==> src/rtl/pgc_pkg.sv <==
package pgc_pkg;
  localparam int unsigned PGC_DATA_W = 16;

  typedef enum logic [1:0] {
    ACC_IDLE  = 2'd0,
    ACC_READ  = 2'd1,
    ACC_WRITE = 2'd2
  } pgc_acc_e;
endpackage

==> src/rtl/pgc_dis_reg.sv <==
module pgc_dis_reg #(
  parameter int unsigned N = 16,
  parameter logic [N-1:0] PRESENT = '1,
  parameter logic [N-1:0] RW_MASK = '0
) (
  input  logic         clk,
  input  logic         rst_n,
  input  logic         wr_i,
  input  logic [N-1:0] wdata_i,
  output logic [N-1:0] dis_o
);
  localparam logic [N-1:0] WMASK = PRESENT | RW_MASK;

  logic [N-1:0] dis_d;
  logic [N-1:0] dis_q;

  always_comb begin
    if (wr_i) dis_d = wdata_i & WMASK;
    else      dis_d = dis_q;
  end

  for (genvar i = 0; i < N; i++) begin : g_bit
    if (WMASK[i]) begin : g_flop
      always_ff @(posedge clk or negedge rst_n) begin
        if (!rst_n) dis_q[i] <= 1'b0;
        else        dis_q[i] <= dis_d[i];
      end
    end else begin : g_tie
      assign dis_q[i] = 1'b0;
    end
  end

  assign dis_o = dis_q;


  wr_store_chk: assert property (@(posedge clk) disable iff (!rst_n)
    wr_i |=> dis_o == ($past(wdata_i) & WMASK));

  hold_chk: assert property (@(posedge clk) disable iff (!rst_n)
    !wr_i |=> $stable(dis_o));
endmodule

==> src/rtl/pgc_en_stage.sv <==
module pgc_en_stage #(
  parameter int unsigned N = 16,
  parameter logic [N-1:0] PRESENT = '1
) (
  input  logic         clk,
  input  logic         rst_n,
  input  logic         stb_i,
  input  logic [N-1:0] dis_i,
  output logic [N-1:0] en_o
);
  logic [N-1:0] en_d;
  logic [N-1:0] en_q;

  always_comb begin
    if (stb_i) en_d = ~dis_i & PRESENT;
    else       en_d = en_q;
  end

  for (genvar i = 0; i < N; i++) begin : g_bit
    if (PRESENT[i]) begin : g_flop
      always_ff @(posedge clk or negedge rst_n) begin
        if (!rst_n) en_q[i] <= 1'b1;
        else        en_q[i] <= en_d[i];
      end
    end else begin : g_tie
      assign en_q[i] = 1'b0;
    end
  end

  assign en_o = en_q;


  stb_load_chk: assert property (@(posedge clk) disable iff (!rst_n)
    stb_i |=> en_o == (~$past(dis_i) & PRESENT));

  no_stb_hold_chk: assert property (@(posedge clk) disable iff (!rst_n)
    !stb_i |=> $stable(en_o));
endmodule

==> src/rtl/pgc_access_gate.sv <==
module pgc_access_gate
  import pgc_pkg::*;
#(
  parameter int unsigned N     = 16,
  parameter int unsigned DW    = 16,
  parameter int unsigned IDX_W = 4
) (
  input  logic            clk,
  input  logic            rst_n,
  input  logic [N-1:0]    en_i,
  input  logic            req_i,
  input  logic            wr_i,
  input  logic [IDX_W-1:0] idx_i,
  input  logic [DW-1:0]   wdata_i,
  input  logic [N*DW-1:0] per_rdata_i,
  output logic [N-1:0]    per_wr_o,
  output logic [DW-1:0]   per_wdata_o,
  output logic [DW-1:0]   rdata_o
);
  pgc_acc_e     kind;
  logic [N-1:0] hit;
  logic [N-1:0] rd_sel;

  always_comb begin
    if (!req_i)    kind = ACC_IDLE;
    else if (wr_i) kind = ACC_WRITE;
    else           kind = ACC_READ;
  end

  for (genvar i = 0; i < N; i++) begin : g_per
    assign hit[i]      = (idx_i == IDX_W'(i));
    assign per_wr_o[i] = (kind == ACC_WRITE) && hit[i] && en_i[i];
    assign rd_sel[i]   = (kind == ACC_READ)  && hit[i] && en_i[i];
  end

  always_comb begin
    rdata_o = '0;
    for (int i = 0; i < N; i++) begin
      if (rd_sel[i]) rdata_o = rdata_o | per_rdata_i[i*DW +: DW];
    end
  end

  assign per_wdata_o = wdata_i;


  one_wr_chk: assert property (@(posedge clk) disable iff (!rst_n)
    $onehot0(per_wr_o));

  wr_needs_en_chk: assert property (@(posedge clk) disable iff (!rst_n)
    (per_wr_o & ~en_i) == '0);

  blocked_rd_zero_chk: assert property (@(posedge clk) disable iff (!rst_n)
    (req_i && !wr_i && (en_i & hit) == '0) |-> rdata_o == '0);
endmodule

==> src/rtl/periph_gate_ctrl.sv <==
module periph_gate_ctrl #(
  parameter int unsigned NUM_PERIPH = 16,
  parameter int unsigned DATA_W     = pgc_pkg::PGC_DATA_W,
  parameter logic [NUM_PERIPH-1:0] PRESENT_MASK = '1,
  parameter logic [NUM_PERIPH-1:0] RW_MASK      = '0,
  localparam int unsigned IDX_W = (NUM_PERIPH > 1) ? $clog2(NUM_PERIPH) : 1
) (
  input  logic                       clk,
  input  logic                       rst_n,
  input  logic                       icyc_stb_i,
  input  logic                       cfg_wr_i,
  input  logic [NUM_PERIPH-1:0]      cfg_wdata_i,
  output logic [NUM_PERIPH-1:0]      cfg_rdata_o,
  output logic [NUM_PERIPH-1:0]      clk_en_o,
  output logic [NUM_PERIPH-1:0]      reg_en_o,
  input  logic                       acc_req_i,
  input  logic                       acc_wr_i,
  input  logic [IDX_W-1:0]           acc_idx_i,
  input  logic [DATA_W-1:0]          acc_wdata_i,
  output logic [DATA_W-1:0]          acc_rdata_o,
  output logic [NUM_PERIPH-1:0]      per_wr_o,
  output logic [DATA_W-1:0]          per_wdata_o,
  input  logic [NUM_PERIPH*DATA_W-1:0] per_rdata_i
);
  logic [1:0]            rst_sync_q;
  logic                  rst_n_int;
  logic [NUM_PERIPH-1:0] dis_vec;
  logic [NUM_PERIPH-1:0] en_vec;

  always_ff @(posedge clk or negedge rst_n) begin
    if (!rst_n) rst_sync_q <= 2'b00;
    else        rst_sync_q <= {rst_sync_q[0], 1'b1};
  end
  assign rst_n_int = rst_sync_q[1];

  pgc_dis_reg #(
    .N(NUM_PERIPH), .PRESENT(PRESENT_MASK), .RW_MASK(RW_MASK)
  ) u_dis_reg (
    .clk(clk), .rst_n(rst_n_int), .wr_i(cfg_wr_i),
    .wdata_i(cfg_wdata_i), .dis_o(dis_vec)
  );

  pgc_en_stage #(
    .N(NUM_PERIPH), .PRESENT(PRESENT_MASK)
  ) u_en_stage (
    .clk(clk), .rst_n(rst_n_int), .stb_i(icyc_stb_i),
    .dis_i(dis_vec), .en_o(en_vec)
  );

  pgc_access_gate #(
    .N(NUM_PERIPH), .DW(DATA_W), .IDX_W(IDX_W)
  ) u_gate (
    .clk(clk), .rst_n(rst_n_int), .en_i(en_vec),
    .req_i(acc_req_i), .wr_i(acc_wr_i), .idx_i(acc_idx_i),
    .wdata_i(acc_wdata_i), .per_rdata_i(per_rdata_i),
    .per_wr_o(per_wr_o), .per_wdata_o(per_wdata_o), .rdata_o(acc_rdata_o)
  );

  assign cfg_rdata_o = dis_vec;
  assign clk_en_o    = en_vec;
  assign reg_en_o    = en_vec;


  absent_off_chk: assert property (@(posedge clk) disable iff (!rst_n_int)
    (clk_en_o & ~PRESENT_MASK) == '0 && clk_en_o == reg_en_o);

  fixed_zero_chk: assert property (@(posedge clk) disable iff (!rst_n_int)
    (cfg_rdata_o & ~(PRESENT_MASK | RW_MASK)) == '0);
endmodule

==> config.mk <==
export PLATFORM = sky130hd
export DESIGN_NAME = periph_gate_ctrl
export DESIGN_NICKNAME = d
export VERILOG_FILES = /design/src/rtl/pgc_pkg.sv /design/src/rtl/pgc_dis_reg.sv /design/src/rtl/pgc_en_stage.sv /design/src/rtl/pgc_access_gate.sv /design/src/rtl/periph_gate_ctrl.sv
export SDC_FILE = /design/constraint.sdc
export NUM_CORES = 1
export LEC_CHECK = 0
export ABC_AREA = 0
export CELL_PAD_IN_SITES_DETAIL_PLACEMENT = 0
export CELL_PAD_IN_SITES_GLOBAL_PLACEMENT = 2
export CORE_MARGIN = 1
export CORE_UTILIZATION = 12
export CTS_CLUSTER_SIZE = 40
export DETAILED_ROUTE_END_ITERATION = 12
export GPL_TIMING_DRIVEN = 0
export HOLD_SLACK_MARGIN = 0.05
export PLACE_DENSITY = 0.83
export SKIP_CTS_REPAIR_TIMING = 1
export SYNTH_ARGS = -nofsm -noshare
export SYNTH_HDL_FRONTEND = slang
export SYNTH_SLANG_ARGS = --single-unit
export TNS_END_PERCENT = 20
==> constraint.sdc <==
create_clock -name clk -period 2.1 [get_ports clk]
set_input_delay 0.42 -clock clk [delete_from_list [all_inputs] [get_ports clk]]
set_output_delay 0.42 -clock clk [all_outputs]
set_load 0.1 [all_outputs]
==> summary.md <==
| Metric | Value |
|---|---|
| Layout cells sized above 1 | `a little under two fifths` |
| Proportion of register bits with asynchronous set or reset after synthesis | `100%` |
| Max Cap Violations | `0` |
| Minimum setup slack in the final design | `-0.696 ns` |
| Library cell occupying the most area in the post-synthesis netlist | `dfrtp_1` |
| Overflow left after global routing | `0` |
| Minimum clock period | `2.80 ns` |
| Number of antenna violations at the first check in global routing | `6` |
| Pre-Repair DR Iteration Count | `6` |
| Net load switching power | `2280 µW` |
| Global-route wire length before repair | `48200 µm` |
| Post-synth EDFFs | `0` |
| Vias in the first global route | `roughly 6200` |
| VDD IR max | `roughly 600 µV` |
| R2r setup slk | `around 0.96 ns` |
| Final HPWL DP | `between 20000 and 30000 µm` |
| Count of nets left with antenna violations after detail routing | `0` |
| Post-synthesis sequential area ratio | `between 20 and 25%` |
| P per Cell Area | `482 mW/mm²` |
| Fill cell instance count of the final layout | `~3300` |
| Endpoint type of the worst setup path | `output pin` |
| Synth warn | `0` |
| Total length of routed wires | `approximately 37000 µm` |
| Total nets after synthesis | `roughly 800` |
| Root Buffer Master | `clkbuf_16` |
| Pre-CTS setup slack | `-3.20 ns` |
| Pwr Total | `between 4000 and 5000 µW` |
| Fraction of power consumed by the clock network | `between 15 and 20%` |
| Cell leakage power | `about 0.0040 µW` |
| Most common cell after layout, fill and taps aside | `clkdlybuf4s50_1` |
| Share of total power consumed by net switching | `47.1%` |
| Floorplan die width | `181 µm` |
| Most common flop cell mapped by yosys | `dfrtp_1` |
| Setup repair after global routing missed its margin | `yes` |
| DIE AREA | `0.0326 mm²` |
| Core outline area | `between 0.03 and 0.04 mm²` |
| Combinational group share of total power | `between 60% and 70%` |
| Data arrival time of the critical path | `approximately 2.4 ns` |
| PortBufs | `approximately 380` |
| Clock Sink Count | `34` |
| Average footprint of a synthesized cell | `7.70 µm²` |
| Number of ports placed on the die boundary | `394` |
| CP Max Fanout | `5` |
| Clock skew after layout | `between 0.003 and 0.004 ns` |
| Final slew viol count | `0` |
| TritonCTS clock tree | `yes` |
| Via density | `4.65` |
| Global Route Usage Sum | `between 20% and 30%` |
| Outcome | `finished, violations left` |
| Worst setup SP type | `register` |
| Top cells by area, synth | `dfrtp_1, dfstp_2, a32oi_1` |
| Synthesized area | `between 0.003 and 0.004 mm²` |
| Layout net count | `around 1300` |
| Final setup violation count | `22` |
| DRC violation count after routing | `0` |
| Commonest cells after routing, fill and taps aside | `clkdlybuf4s50_1, buf_4, buf_12, nor2_1, a32oi_1` |
| Floorplan die height | `181 µm` |
| Detailed router's first-iteration violation count | `around 300` |
| Total CTS buffers | `5` |
| Deepest clock path buffer count | `2` |
| Number of placement rows | `65` |
| CP Class | `reg -> out` |
| Sequential share of power | `18.9%` |
| WL/cell | `27.5 µm` |
| Maximum number of pins on one net before global-route repair | `33` |
| Synth top area share | `about an eighth` |
| Number of H-tree levels | `2` |
| Classification of the worst-slack hold path | `in -> async` |
| Register bit total from synthesis | `34` |
| Number of failing hold endpoints at the final stage | `0` |
| Number of instances in the synthesized netlist | `between 400 and 500` |
| Count of different cell masters after synthesis | `52` |
| Post-synthesis to final-layout area growth | `162%` |
| Peak clock frequency supported by timing | `358 MHz` |
| Failing checks | `negative setup slack` |
| Total via count after detailed routing | `6336` |
| Clock-pin transition on the worst setup and hold timing paths | `approximately 0.060 ns` |
| Cell-internal power | `about 2600 µW` |
| Fraction of the cycle the final worst path needs | `133%` |
| Clock network latency to the later pin of the worst-skew pair | `0.28 ns` |
| Relative slew margins | `about 34%` |
| Initial core utilization | `12.2%` |
| Data required time at the worst endpoint | `1.68 ns` |
| Pin slew with the least headroom to its limit | `slightly below 1 ns` |
| Routability-driven placement congestion ratio | `~0.8` |
path summary, 6_finish.rpt:
check / from / to / cells past startpoint
setup / recovery: u_en_stage.en_o[7] / acc_rdata_o[9] / 7
hold / removal: rst_n / rst_sync_q[0] / 1
setup reg to reg: u_en_stage.en_o[6] / u_en_stage.en_o[6] / 3
hold reg to reg: rst_sync_q[1] / u_dis_reg.dis_o[12] / 0
max in group asynchronous: rst_sync_q[1] / u_dis_reg.dis_o[0] / 0
min in group clk: rst_sync_q[0] / rst_sync_q[1] / 0
power by group through the flow:
stage	Combinational (µW)	Sequential (µW)	Clock, µW
after floorplan	1090	1360	0
after global placement	2740	926	0
after detailed placement	2740	926	0
after CTS	2750	917	837
after global routing	3190	932	865
final	3090	913	824
per-layer routing:
layer	share of wire [%]	up-vias	track usage (%)	wire, µm
li1	-	2863	-	-
met4	1.9	10	5.64	707
met3	6.9	39	4.93	2570
met5	0.17	-	0	63
met2	50	337	37.9	18800
met1	41	3087	25.5	15300
flip-flops by register name, summed over array words and instances, names as in the netlist:
name	count
rst_sync_q	2
u_dis_reg.dis_o	16
u_en_stage.en_o	16
synth_stat cells (all sizes together) (4+ instances only):
library cell  count
a32o             10
dfrtp            18
and2              6
a22o              6
nor2             43
and3             17
nand2            37
a22oi            27
a31oi             5
a221oi           13
nor2b            13
a222oi            5
o22ai             8
dfstp            16
o211ai            7
o21ai            13
mux2             16
nand4             8
nand3            33
nor3              4
a21oi            34
a32oi            37
a211oi            6
buf              45
clkbuf           38
worst max-delay path, cell delays in order (launching register included):
cell	delay, ns
dfstp_4	0.47
buf_12	0.14
and3_4	0.19
a32oi_2	0.21
o21ai_2	0.13
a211o_1	0.28
or4_4	0.49
buf_12	0.18
final cells by class:
class,instances,area (µm²),share of cell area (%)
antenna,1,2.50,0.0250
tap,402,503,5.02
buffer,76,792,7.91
sequential,34,913,9.12
multi-input combinational,381,2970,29.7
clock buffer,8,168,1.67
timing repair buffer,461,4660,46.6
cell families after synthesis:
logic type	Yosys count	share of synthesized area, %
other cells	1	0.0980
flops	34	22.8
buf+inv	83	12.5
compound gates	180	35.0
simple gates	182	24.7
mux	17	4.97
per-stage QoR:
stage                     hold WS, ns  utilization (%)  setup TNS, ns  area (µm²)  std cells
after floorplan                 0.124                -         -22.98        3990        497
after global placement          0.337             26.2         -77.16        8260       1275
after detailed placement        0.341             26.2         -77.24        8260       1275
after CTS                       0.298             26.8         -89.46        8420       1283
after global routing            0.302             31.8         -10.49       10000       1362
final                           0.297             31.8          -9.21       10000       1363
Note: power is estimated with default switching activity, not from simulation.
